`config.mk`:
```
export PLATFORM = sky130hd
export DESIGN_NAME = host_bus_front
export DESIGN_NICKNAME = d
export VERILOG_FILES = /design/src/rtl/hbi_pkg.sv /design/src/rtl/hbi_sync.sv /design/src/rtl/hbi_par.sv /design/src/rtl/hbi_ser.sv /design/src/rtl/host_bus_front.sv
export SDC_FILE = /design/constraint.sdc
export NUM_CORES = 1
export LEC_CHECK = 0
export BUFFER_PORTS_ARGS = -buffer_cell sky130_fd_sc_hd__clkbuf_2
export CORE_MARGIN = 1.5
export CORE_UTILIZATION = 30
export CTS_CLUSTER_DIAMETER = 60
export CTS_CLUSTER_SIZE = 40
export DETAILED_ROUTE_END_ITERATION = 8
export PLACE_DENSITY = 0.43
export SETUP_SLACK_MARGIN = 0.4
export SYNTH_ARGS = -nofsm -noshare
export SYNTH_HDL_FRONTEND = slang
export SYNTH_SLANG_ARGS = --single-unit
```
`constraint.sdc`:
```
create_clock -name clk -period 3.7 [get_ports clk]
set_input_delay 0.185 -clock clk [delete_from_list [all_inputs] [get_ports clk]]
set_output_delay 0.185 -clock clk [all_outputs]
set_load 0.02 [all_outputs]
```
`src/rtl/hbi_pkg.sv`:
```
package hbi_pkg;
    timeunit 1ns;
    timeprecision 100ps;

    typedef enum logic [2:0] {
        HM_E_16   = 3'd0,
        HM_E_8    = 3'd1,
        HM_DS_16  = 3'd2,
        HM_DS_8   = 3'd3,
        HM_SERIAL = 3'd4,
        HM_OFF    = 3'd5
    } host_mode_e;

    function automatic host_mode_e decode_mode(input logic [2:0] strap);
        case (strap)
            3'b000:        return HM_E_16;
            3'b001:        return HM_E_8;
            3'b010:        return HM_DS_16;
            3'b011:        return HM_DS_8;
            3'b100, 3'b101: return HM_SERIAL;
            default:       return HM_OFF;
        endcase
    endfunction

    localparam int SER_HDR_W = 8;
endpackage

```
`src/rtl/hbi_sync.sv`:
```
module hbi_sync #(
    parameter int              W       = 4,
    parameter int              STAGES  = 2,
    parameter logic [W-1:0]    RST_VAL = '1
) (
    input  logic         clk,
    input  logic         rst_n,
    input  logic [W-1:0] din,
    output logic [W-1:0] dout
);
    timeunit 1ns;
    timeprecision 100ps;

    logic [W-1:0] stg_d [STAGES];
    logic [W-1:0] stg_q [STAGES];

    always_comb begin
        stg_d[0] = din;
        for (int i = 1; i < STAGES; i++) begin
            stg_d[i] = stg_q[i-1];
        end
    end

    always_ff @(posedge clk or negedge rst_n) begin
        if (!rst_n) begin
            for (int i = 0; i < STAGES; i++) begin
                stg_q[i] <= RST_VAL;
            end
        end else begin
            stg_q <= stg_d;
        end
    end

    assign dout = stg_q[STAGES-1];
endmodule

```
`src/rtl/hbi_par.sv`:
```
module hbi_par #(
    parameter int DW = 16
) (
    input  logic          clk,
    input  logic          rst_n,
    input  logic          en,
    input  logic          dual_stb,
    input  logic          narrow,
    input  logic          cs_n,
    input  logic          rs,
    input  logic          stb,
    input  logic          rw,
    input  logic [DW-1:0] db,
    input  logic [DW-1:0] rdata,
    output logic          idx_we,
    output logic          ctl_we,
    output logic [DW-1:0] wdata,
    output logic          rd_req,
    output logic          rd_rs,
    output logic [DW-1:0] dout,
    output logic          oe_hi,
    output logic          oe_lo
);
    timeunit 1ns;
    timeprecision 100ps;

    localparam int HW = DW / 2;

    typedef struct packed {
        logic          act;
        logic          cap_rs;
        logic          cap_rd;
        logic [DW-1:0] cap_db;
        logic          phase;
        logic          first_rs;
        logic          first_rd;
        logic [HW-1:0] hi_byte;
        logic          sel_lo;
        logic          fetch;
        logic          drv;
        logic [DW-1:0] hold;
        logic          idx_we;
        logic          ctl_we;
        logic [DW-1:0] wdata;
        logic          rd_req;
        logic          rd_rs;
    } par_st_t;

    par_st_t st_d, st_q;
    logic    sel, act_now, rd_now, start_ev, fin_ev, pair_hit_rd, pair_hit_wr;

    always_comb begin
        sel         = en & ~cs_n;
        act_now     = dual_stb ? (~stb | ~rw) : stb;
        rd_now      = dual_stb ? ~rw : rw;
        start_ev    = sel & act_now & ~st_q.act;
        fin_ev      = sel & ~act_now & st_q.act;
        pair_hit_rd = narrow & st_q.phase & st_q.first_rd & (st_q.first_rs == rs);
        pair_hit_wr = st_q.phase & ~st_q.first_rd & (st_q.first_rs == st_q.cap_rs);

        st_d        = st_q;
        st_d.idx_we = 1'b0;
        st_d.ctl_we = 1'b0;
        st_d.rd_req = 1'b0;

        if (!sel) begin
            st_d.act   = 1'b0;
            st_d.drv   = 1'b0;
            st_d.fetch = 1'b0;
        end else begin
            st_d.act = act_now;
            if (act_now) begin
                st_d.cap_rs = rs;
                st_d.cap_rd = rd_now;
                st_d.cap_db = db;
            end
            if (start_ev && rd_now) begin
                if (pair_hit_rd) begin
                    st_d.sel_lo = 1'b1;
                    st_d.drv    = 1'b1;
                end else begin
                    st_d.sel_lo = 1'b0;
                    st_d.rd_req = 1'b1;
                    st_d.rd_rs  = rs;
                    st_d.fetch  = 1'b1;
                    st_d.drv    = 1'b0;
                end
            end
            if (st_q.fetch) begin
                st_d.hold  = rdata;
                st_d.fetch = 1'b0;
                st_d.drv   = 1'b1;
            end
            if (fin_ev) begin
                st_d.drv   = 1'b0;
                st_d.fetch = 1'b0;
                if (st_q.cap_rd) begin
                    if (narrow) begin
                        st_d.phase    = ~st_q.sel_lo;
                        st_d.first_rd = 1'b1;
                        st_d.first_rs = st_q.cap_rs;
                    end
                end else if (!narrow) begin
                    st_d.wdata  = st_q.cap_db;
                    st_d.idx_we = ~st_q.cap_rs;
                    st_d.ctl_we = st_q.cap_rs;
                end else if (pair_hit_wr) begin
                    st_d.wdata  = {st_q.hi_byte, st_q.cap_db[DW-1:HW]};
                    st_d.idx_we = ~st_q.cap_rs;
                    st_d.ctl_we = st_q.cap_rs;
                    st_d.phase  = 1'b0;
                end else begin
                    st_d.hi_byte  = st_q.cap_db[DW-1:HW];
                    st_d.phase    = 1'b1;
                    st_d.first_rd = 1'b0;
                    st_d.first_rs = st_q.cap_rs;
                end
            end
        end
    end

    always_ff @(posedge clk or negedge rst_n) begin
        if (!rst_n) begin
            st_q <= '0;
        end else begin
            st_q <= st_d;
        end
    end

    assign idx_we = st_q.idx_we;
    assign ctl_we = st_q.ctl_we;
    assign wdata  = st_q.wdata;
    assign rd_req = st_q.rd_req;
    assign rd_rs  = st_q.rd_rs;
    assign oe_hi  = st_q.drv;
    assign oe_lo  = st_q.drv & ~narrow;
    assign dout   = narrow ? {(st_q.sel_lo ? st_q.hold[HW-1:0] : st_q.hold[DW-1:HW]), {HW{1'b0}}}
                           : st_q.hold;

    AST_WE_EXCLUSIVE: assert property (@(posedge clk) disable iff (!rst_n)
        !(idx_we && ctl_we));
    AST_WE_ONE_CYCLE: assert property (@(posedge clk) disable iff (!rst_n)
        (idx_we || ctl_we) |=> !(idx_we || ctl_we));
    AST_RDREQ_ONE_CYCLE: assert property (@(posedge clk) disable iff (!rst_n)
        rd_req |=> !rd_req);
    AST_CS_RELEASES_BUS: assert property (@(posedge clk) disable iff (!rst_n)
        cs_n |=> !(oe_hi || oe_lo));
    AST_NARROW_LOW_LANES_OFF: assert property (@(posedge clk) disable iff (!rst_n)
        (narrow && $stable(narrow)) |-> !oe_lo);
endmodule

```
`src/rtl/hbi_ser.sv`:
```
module hbi_ser
    import hbi_pkg::*;
#(
    parameter int         DW      = 16,
    parameter logic [4:0] SER_PAT = 5'b01110
) (
    input  logic          clk,
    input  logic          rst_n,
    input  logic          en,
    input  logic          dev_id,
    input  logic          cs_n,
    input  logic          sclk,
    input  logic          sdi,
    output logic          idx_we,
    output logic          ctl_we,
    output logic [DW-1:0] wdata
);
    timeunit 1ns;
    timeprecision 100ps;

    localparam int CW = $clog2(SER_HDR_W + DW);

    typedef struct packed {
        logic          sclk_prev;
        logic [CW-1:0] cnt;
        logic          drop;
        logic          rs;
        logic [DW-2:0] sh;
        logic          idx_we;
        logic          ctl_we;
        logic [DW-1:0] wdata;
    } ser_st_t;

    ser_st_t       st_d, st_q;
    logic [DW-1:0] nxt;
    logic          rise;

    always_comb begin
        st_d           = st_q;
        st_d.idx_we    = 1'b0;
        st_d.ctl_we    = 1'b0;
        st_d.sclk_prev = sclk;
        nxt            = {st_q.sh, sdi};
        rise           = sclk & ~st_q.sclk_prev;

        if (!en || cs_n) begin
            st_d.cnt  = '0;
            st_d.drop = 1'b0;
        end else if (rise && !st_q.drop) begin
            st_d.sh = nxt[DW-2:0];
            if (st_q.cnt == CW'(SER_HDR_W - 1)) begin
                if (nxt[7:3] != SER_PAT || nxt[2] != dev_id || nxt[0]) begin
                    st_d.drop = 1'b1;
                end
                st_d.rs  = nxt[1];
                st_d.cnt = st_q.cnt + 1'b1;
            end else if (st_q.cnt == CW'(SER_HDR_W + DW - 1)) begin
                st_d.wdata  = nxt;
                st_d.idx_we = ~st_q.rs;
                st_d.ctl_we = st_q.rs;
                st_d.cnt    = CW'(SER_HDR_W);
            end else begin
                st_d.cnt = st_q.cnt + 1'b1;
            end
        end
    end

    always_ff @(posedge clk or negedge rst_n) begin
        if (!rst_n) begin
            st_q <= '0;
        end else begin
            st_q <= st_d;
        end
    end

    assign idx_we = st_q.idx_we;
    assign ctl_we = st_q.ctl_we;
    assign wdata  = st_q.wdata;

    AST_SER_WORD_ALIGNED: assert property (@(posedge clk) disable iff (!rst_n)
        (idx_we || ctl_we) |-> (st_q.cnt == CW'(SER_HDR_W)));
    AST_SER_CS_RESTART: assert property (@(posedge clk) disable iff (!rst_n)
        (cs_n || !en) |=> (st_q.cnt == '0 && !st_q.drop));
    AST_SER_DROP_SILENT: assert property (@(posedge clk) disable iff (!rst_n)
        (st_q.drop && $past(st_q.drop)) |-> !(idx_we || ctl_we));
endmodule

```
`src/rtl/host_bus_front.sv`:
```
module host_bus_front
    import hbi_pkg::*;
#(
    parameter int         DW      = 16,
    parameter int         SYNC_N  = 2,
    parameter logic [4:0] SER_PAT = 5'b01110
) (
    input  logic          clk,
    input  logic          rst_n,
    input  logic [2:0]    mode_sel,
    input  logic          cs_n,
    input  logic          rs,
    input  logic          stb_sclk,
    input  logic          rw_rd,
    input  logic [DW-1:0] db_i,
    output logic [DW-1:0] db_o,
    output logic          db_oe_hi,
    output logic          db_oe_lo,
    output logic          idx_we,
    output logic          ctl_we,
    output logic [DW-1:0] wdata,
    output logic          rd_req,
    output logic          rd_rs,
    input  logic [DW-1:0] rdata
);
    timeunit 1ns;
    timeprecision 100ps;

    localparam int SW = DW + 4;

    host_mode_e    mode;
    logic          par_en, dual_stb, narrow, ser_en;
    logic [SW-1:0] pins_s;
    logic          cs_s, rs_s, stb_s, rw_s;
    logic [DW-1:0] db_s;
    logic          p_idx, p_ctl, p_rd, s_idx, s_ctl;
    logic [DW-1:0] p_wdata, s_wdata;

    always_comb begin
        mode     = decode_mode(mode_sel);
        par_en   = (mode == HM_E_16) || (mode == HM_E_8) || (mode == HM_DS_16) || (mode == HM_DS_8);
        dual_stb = (mode == HM_DS_16) || (mode == HM_DS_8);
        narrow   = (mode == HM_E_8) || (mode == HM_DS_8);
        ser_en   = (mode == HM_SERIAL);
    end

    hbi_sync #(.W(SW), .STAGES(SYNC_N), .RST_VAL({SW{1'b1}})) u_sync (
        .clk  (clk),
        .rst_n(rst_n),
        .din  ({cs_n, rs, stb_sclk, rw_rd, db_i}),
        .dout (pins_s)
    );

    assign {cs_s, rs_s, stb_s, rw_s, db_s} = pins_s;

    hbi_par #(.DW(DW)) u_par (
        .clk     (clk),
        .rst_n   (rst_n),
        .en      (par_en),
        .dual_stb(dual_stb),
        .narrow  (narrow),
        .cs_n    (cs_s),
        .rs      (rs_s),
        .stb     (stb_s),
        .rw      (rw_s),
        .db      (db_s),
        .rdata   (rdata),
        .idx_we  (p_idx),
        .ctl_we  (p_ctl),
        .wdata   (p_wdata),
        .rd_req  (p_rd),
        .rd_rs   (rd_rs),
        .dout    (db_o),
        .oe_hi   (db_oe_hi),
        .oe_lo   (db_oe_lo)
    );

    hbi_ser #(.DW(DW), .SER_PAT(SER_PAT)) u_ser (
        .clk   (clk),
        .rst_n (rst_n),
        .en    (ser_en),
        .dev_id(mode_sel[0]),
        .cs_n  (cs_s),
        .sclk  (stb_s),
        .sdi   (db_s[0]),
        .idx_we(s_idx),
        .ctl_we(s_ctl),
        .wdata (s_wdata)
    );

    assign idx_we = p_idx | s_idx;
    assign ctl_we = p_ctl | s_ctl;
    assign rd_req = p_rd;
    assign wdata  = (s_idx | s_ctl) ? s_wdata : p_wdata;

    AST_PAR_QUIET_OFF_MODE: assert property (@(posedge clk) disable iff (!rst_n)
        (!par_en && $stable(mode_sel)) |-> !(p_idx || p_ctl || p_rd));
    AST_SER_QUIET_PAR_MODE: assert property (@(posedge clk) disable iff (!rst_n)
        (!ser_en && $stable(mode_sel)) |-> !(s_idx || s_ctl));
    AST_NO_DRIVE_OFF_MODE: assert property (@(posedge clk) disable iff (!rst_n)
        !par_en |=> !(db_oe_hi || db_oe_lo));
endmodule

```
== Word level (Yosys, flattened, before mapping) ==
Index checks and enable logic that the tools add are counted.

* Bits in registers: 150
* Latch bits: 0
* RAM bits: 0
* Bits in read-only memories: 0
* Bits of input ports: 41
* Output and inout bits: 38
* Word-level logic and storage cells: 144
* Memories: 0

* Add/subtract/negate cells: 1
* Multiply operators: 0
* Div/mod/pow operators: 0
* Magnitude comparators: 0
* Equality and inequality tests: 19
* Shift-type cells: 0
* Muxes and demuxes: 34
* Bitwise gates (word level): 32
* Reductions and logical operators: 31

{| class="wikitable"
|+ Operators with widths
! cell !! number
|-
| 18-bit 2-to-1 mux || 8
|-
| 40-bit 2-to-1 mux || 1
|-
| 16-bit 2-to-1 mux || 2
|-
| 20-bit 2-to-1 mux || 1
|-
| 1-bit NOT || 16
|-
| 3-bit one-hot mux with 5 select lines || 1
|-
| 1-bit bitwise AND || 12
|-
| 3-bit by 2-bit == test with 1-bit output (second input constant) || 4
|-
| 2-bit 2-to-1 mux || 6
|-
| 3-bit AND reduction || 4
|-
| 4-bit AND reduction || 3
|-
| 11-bit 2-to-1 mux || 1
|-
| 10-bit 2-to-1 mux || 1
|-
| 5-bit 2-to-1 mux || 2
|-
| 2-bit AND reduction || 5
|-
| 3-bit == test (second input constant) || 3
|-
| 1-bit logical OR || 8
|-
| 8-bit 2-to-1 mux || 1
|-
| 4-bit by 3-bit inequality test with 1-bit output (second input constant) || 2
|-
| 1-bit 2-to-1 mux || 7
|-
| 3-bit by 1-bit == test with 1-bit output (second input constant) || 2
|-
| 3-bit zero test || 2
|-
| 3-bit 2-to-1 mux || 2
|-
| 6-bit 2-to-1 mux || 1
|-
| other kinds (14) || 22
|}

== Depth between registers and ports, before layout ==
* Depth in word-level cells: 15
* Gate-level depth with buffers: 8
* Gate-level depth less buffers: 5

== By module ==
A second synthesis with hierarchy kept.

* Cell total of the unflattened synthesis: 413
* Area total of the unflattened synthesis: 6264.8 µm²

{| class="wikitable"
|+ By module, submodules not included
! module !! instances !! cells an instance !! area each (µm²) !! seq. area each (µm²)
|-
| hbi_par || 1 || 219 || 3149.3 || 1726.7
|-
| hbi_ser || 1 || 130 || 1783.0 || 1026.0
|-
| hbi_sync || 1 || 40 || 1051.0 || 1051.0
|-
| host_bus_front || 1 || 24 || 281.5 || 0.0
|}

== Least setup slack after synthesis ==
No wires, ideal clock.

* Path type: register to register
* Start: reg u_sync.stg_q (netlist bit u_sync.dout[17])
* End: reg u_par.st_q[39] (netlist name)
* Library setup time: 0.125 ns
* Data arrival time: 1.824 ns
* Required time: 3.575 ns
* Slack: 1.751 ns
* Stages on the path, launching flop included: 6
* Path buffers: 1
* Clock period less this slack: 1.949 ns
* Cells stage by stage: dfstp_2 and3_1 o211ai_1 or4b_1 clkbuf_1 mux2_2

* Word-level cells in the longest chain between the ends: 7

{| class="wikitable"
|+ Ends and longest elaborated chain
! what !! RTL line !! source
|-
| start, declared || hbi_sync.sv:15 || <nowiki>logic [W-1:0] stg_q [STAGES];</nowiki>
|-
| start signal, assigned || hbi_sync.sv:30 || <nowiki>stg_q <= stg_d;</nowiki>
|-
| 1-bit NOT || hbi_par.sv:54 || <nowiki>act_now = dual_stb ? (~stb | ~rw) : stb;</nowiki>
|-
| 1-bit OR || hbi_par.sv:54 ||
|-
| 1-bit 2-to-1 mux (*) || hbi_par.sv:54 ||
|-
| 1-bit NOT (*) || hbi_par.sv:57 || <nowiki>fin_ev = sel & ~act_now & st_q.act;</nowiki>
|-
| 1-bit bitwise AND (*) (2 in a row) || hbi_par.sv:57 ||
|-
| 5-bit AND reduction (no line) (*) || n/a ||
|-
| end signal, assigned || hbi_par.sv:126 || <nowiki>st_q <= st_d;</nowiki>
|-
| end, declared || hbi_par.sv:49 || <nowiki>par_st_t st_d, st_q;</nowiki>
|}

Mark *: on every way between the ends. The rest lies on a longest branch, timed or not.
A chain may end at the register's enable or synchronous reset.

== Final worst setup path ==
* Start: reg u_par.st_q[67] (netlist name)
* End: reg u_par.st_q (netlist bit u_par.wdata[5])

* Word-level cells in the longest chain between the ends: 4

{| class="wikitable"
|+ Ends and longest elaborated chain
! what !! RTL line !! source
|-
| 1-bit == test || hbi_par.sv:59 || <nowiki>pair_hit_wr = st_q.phase & ~st_q.first_rd & (st_q.first_rs == st_q.cap_rs);</nowiki>
|-
| 1-bit bitwise AND || hbi_par.sv:59 ||
|-
| 2-bit inequality test (no line) || n/a ||
|-
| 4-bit AND reduction (no line) || n/a ||
|}

No other way between the ends.

==> impl_metrics.json <==
{
  "clkTransAtPathRegs_ns": 0.06,
  "ys_seq_area_share_pct": 63.59,
  "layout_commonest_cell": "dfrtp_1",
  "initial_core_util_pct": 30.64,
  "worst_path_largest_cell_delay_ns": 0.72,
  "critPathSlowestCell": "a211o_1",
  "cts_buffer_depth": 2,
  "hp-start": "mode_sel[2]",
  "fin_hold_ws_ns": 0.1162,
  "required_ns": 4.00,
  "maxCapViolations": 0,
  "hp-class": "primary input to register",
  "grt-ovfl-total": 0,
  "antennaDiodeCount": 0,
  "core-area_um2": 19530,
  "drt-initial-drc-count": 120,
  "reg2reg_to": "u_par.wdata[5]$_DFFE_PN0P_",
  "path_class": "register to register",
  "num_rows": 51,
  "grt_pass1_wl_um": 20220,
  "rsz0062_at_grt": "false",
  "track_usage_pct": 12.72,
  "synth_warnings": 0,
  "vias": 3585,
  "drive_gt1_share_pct": 50.00,
  "finalMaxSlewViolations": 0,
  "cts_resized": 0,
  "hold_viol_final": 0,
  "leakagePower_nw": 3.602,
  "holdPathEnd": "u_par.oe_hi$_DFFE_PN0P_",
  "min_path_cells": 4,
  "clkLatencyLatePin_ns": 0.42,
  "r2r-start": "u_par.st_q[67]$_DFFE_PN0N_",
  "drc": 0,
  "fp.dieH_um": 144.2,
  "cp_cell_sequence": "xnor2_1 > nand3b_1 > a211o_1 > mux2_2",
  "dpl_cell_area_um2": 6660,
  "outcome": "finished clean",
  "cp-start-kind": "register",
  "syn_nets": 464,
  "synth-edff-count": 0,
  "clock-sinks": 150,
  "port_buffers": 78,
  "skew_ns": 0.006274,
  "ir_drop_v": 0.0003317,
  "ys_types": 36,
  "dp_hpwl_um": 7735,
  "postRouteAntennaNets": 0,
  "mostFrequentLayoutCells": "dfrtp_1 (110), mux2_2 (108), clkbuf_2 (77)",
  "relSlewSlack_pct": 41.34,
  "gp_congestion": 0.7530,
  "ys.flop_type": "dfrtp_1",
  "dr.pass1.iters": 4,
  "cts_buffers": 17,
  "min_period_over_period_pct": 60.65,
  "grt_pass1_vias": 3817,
  "syn-cell-area_um2": 5982,
  "synth_cells": 422,
  "cts_root_buffer": "clkbuf_16",
  "synthArstFlopShare_pct": 100.0,
  "cts_tree": "done",
  "rrSetupSlack_ns": 1.46,
  "grt_antenna_before_repair": 0,
  "nets": 583,
  "end_kind": "register",
  "die_area_um2": 20800,
  "via_per_inst": 4.377,
  "fmaxAchievable_mhz": 445.6,
  "wl_um": 11870,
  "final_util_pct": 38.95,
  "avgSynthCellArea_um2": 14.18,
  "grt_max_degree": 95,
  "worstPathArrival_ns": 2.55,
  "worst-slew-pin-transition_ns": 0.8798,
  "path_max_fanout": 19,
  "die_w_um": 144.2,
  "period_needed_ns": 2.244,
  "io_pins": 79,
  "wl_per_cell_um": 14.49,
  "setup_viol": 0,
  "cts-htree-levels": 4,
  "reg2reg_depth": 4,
  "finalSetupTns_ns": 0,
  "p_per_area_nw_per_um2": 530.9,
  "ys_seq_elements": 150,
  "syn_to_final_growth_pct": 27.15,
  "final_cell_area_um2": 7606
}
## logic make-up (layout without fill, tap and decap cells)
kind of cell               count (synthesis)  in the layout  share of synthesized area (%)
DFF                                      150            150                          63.59
muxes                                    116            116                          22.34
and+or+nand+nor                           93             93                          7.969
AOI/OAI and AO/OA                         35             35                          3.347
buffers and inverters                     22            154                          1.820
xor gates and xnor gates                   5              5                         0.7322
adders and majority gates                  1              1                         0.2091
## flip-flops by register name, summed over array words and instances, names as in the netlist, 8 cells and up
signal	flops
u_par.st_q	48
u_par.wdata	16
u_ser.nxt	15
u_ser.st_q	8
u_ser.wdata	16
u_sync.dout	20
u_sync.stg_d	20
## cell usage after synthesis (3+ instances only)
| cell type | n | share of area (%) |
|---|---|---|
| or2_2 | 3 | 0.31 |
| a21oi_1 | 5 | 0.42 |
| nand3_1 | 3 | 0.25 |
| o21ai_0 | 22 | 1.8 |
| dfrtp_1 | 110 | 46 |
| dfstp_2 | 40 | 18 |
| inv_1 | 3 | 0.19 |
| nor2_1 | 15 | 0.94 |
| and2_1 | 10 | 1.0 |
| nor3_1 | 4 | 0.33 |
| buf_2 | 3 | 0.25 |
| nand2_1 | 41 | 2.6 |
| nand3b_1 | 3 | 0.38 |
| a211o_1 | 3 | 0.44 |
| mux2_4 | 8 | 2.0 |
| buf_6 | 3 | 0.56 |
| xor2_1 | 3 | 0.44 |
| mux2_2 | 108 | 20 |
| clkbuf_1 | 13 | 0.82 |
## cell type report
class / instances / area [um^2]
Multi-Input combinational cell: 250 / 2074
Timing Repair Buffer: 119 / 809.5
Tap cell: 265 / 331.6
Clock inverter: 12 / 86.33
Fill cell: 1936 / 11920
Clock buffer: 20 / 489.2
Inverter: 3 / 11.26
Sequential cell: 150 / 3804
## power breakdown
| part | internal, mW | leakage (nW) | switching [mW] | total [mW] |
|---|---|---|---|---|
| combinational | 0.234 | 1.43 | 0.245 | 0.478 |
| sequential | 1.80 | 1.88 | 0.0989 | 1.90 |
| clock | 0.961 | 0.289 | 0.696 | 1.66 |
| total | 3.00 | 3.60 | 1.04 | 4.04 |
## how the worst max path moves through the flow
stage,startpoint,slack (ns),cells after the start,endpoint
3_5_place_dp,u_par.st_q[67]$_DFFE_PN0N_,1.46,4,u_par.wdata[5]$_DFFE_PN0P_
2_1_floorplan,u_sync.dout[17]$_DFF_PN1_,1.75,5,u_par.st_q[39]$_DFFE_PN0P_
3_3_place_gp,u_par.st_q[48]$_DFFE_PN0P_,1.48,4,u_par.wdata[6]$_DFFE_PN0P_
6_report,u_par.st_q[67]$_DFFE_PN0N_,1.46,4,u_par.wdata[5]$_DFFE_PN0P_
4_1_cts,u_par.st_q[67]$_DFFE_PN0N_,1.46,4,u_par.wdata[5]$_DFFE_PN0P_
5_1_grt,u_par.st_q[48]$_DFFE_PN0P_,1.32,4,u_par.wdata[14]$_DFFE_PN0P_
## critical path: cells and delay by family, from the launching register on
family           cells  cell delay, ns
AO/OA/AOI/OAI        1            0.72
AND/OR/NAND/NOR      1            0.45
flip-flops           1            0.43
multiplexers         1            0.38
XOR/XNOR             1            0.16
## metal layers
layer	track usage [%]	vias up	wire length [um]
met5	0	-	0
met4	5.582	0	201
met3	3.113	17	412
met2	19.11	63	5424
met1	17.44	1802	5826
li1	-	1703	-
## what timing repair did
action / 4_1_cts / 5_1_grt
setup buffers: 0 / 0
endpoints found under the hold margin: 97 / 0
hold buffers: 37 / 0
## metrics by stage
stage / cells / power, mW / setup WS [ns]
finish: 819 / 4.038 / 1.456
global route: 819 / 4.248 / 1.315
global placement: 750 / 2.375 / 1.483
CTS: 819 / 4.112 / 1.460
floorplan: 422 / 2.191 / 1.751
detailed placement: 750 / 2.387 / 1.463
No activity file was read; power rests on OpenSTA's default activity.
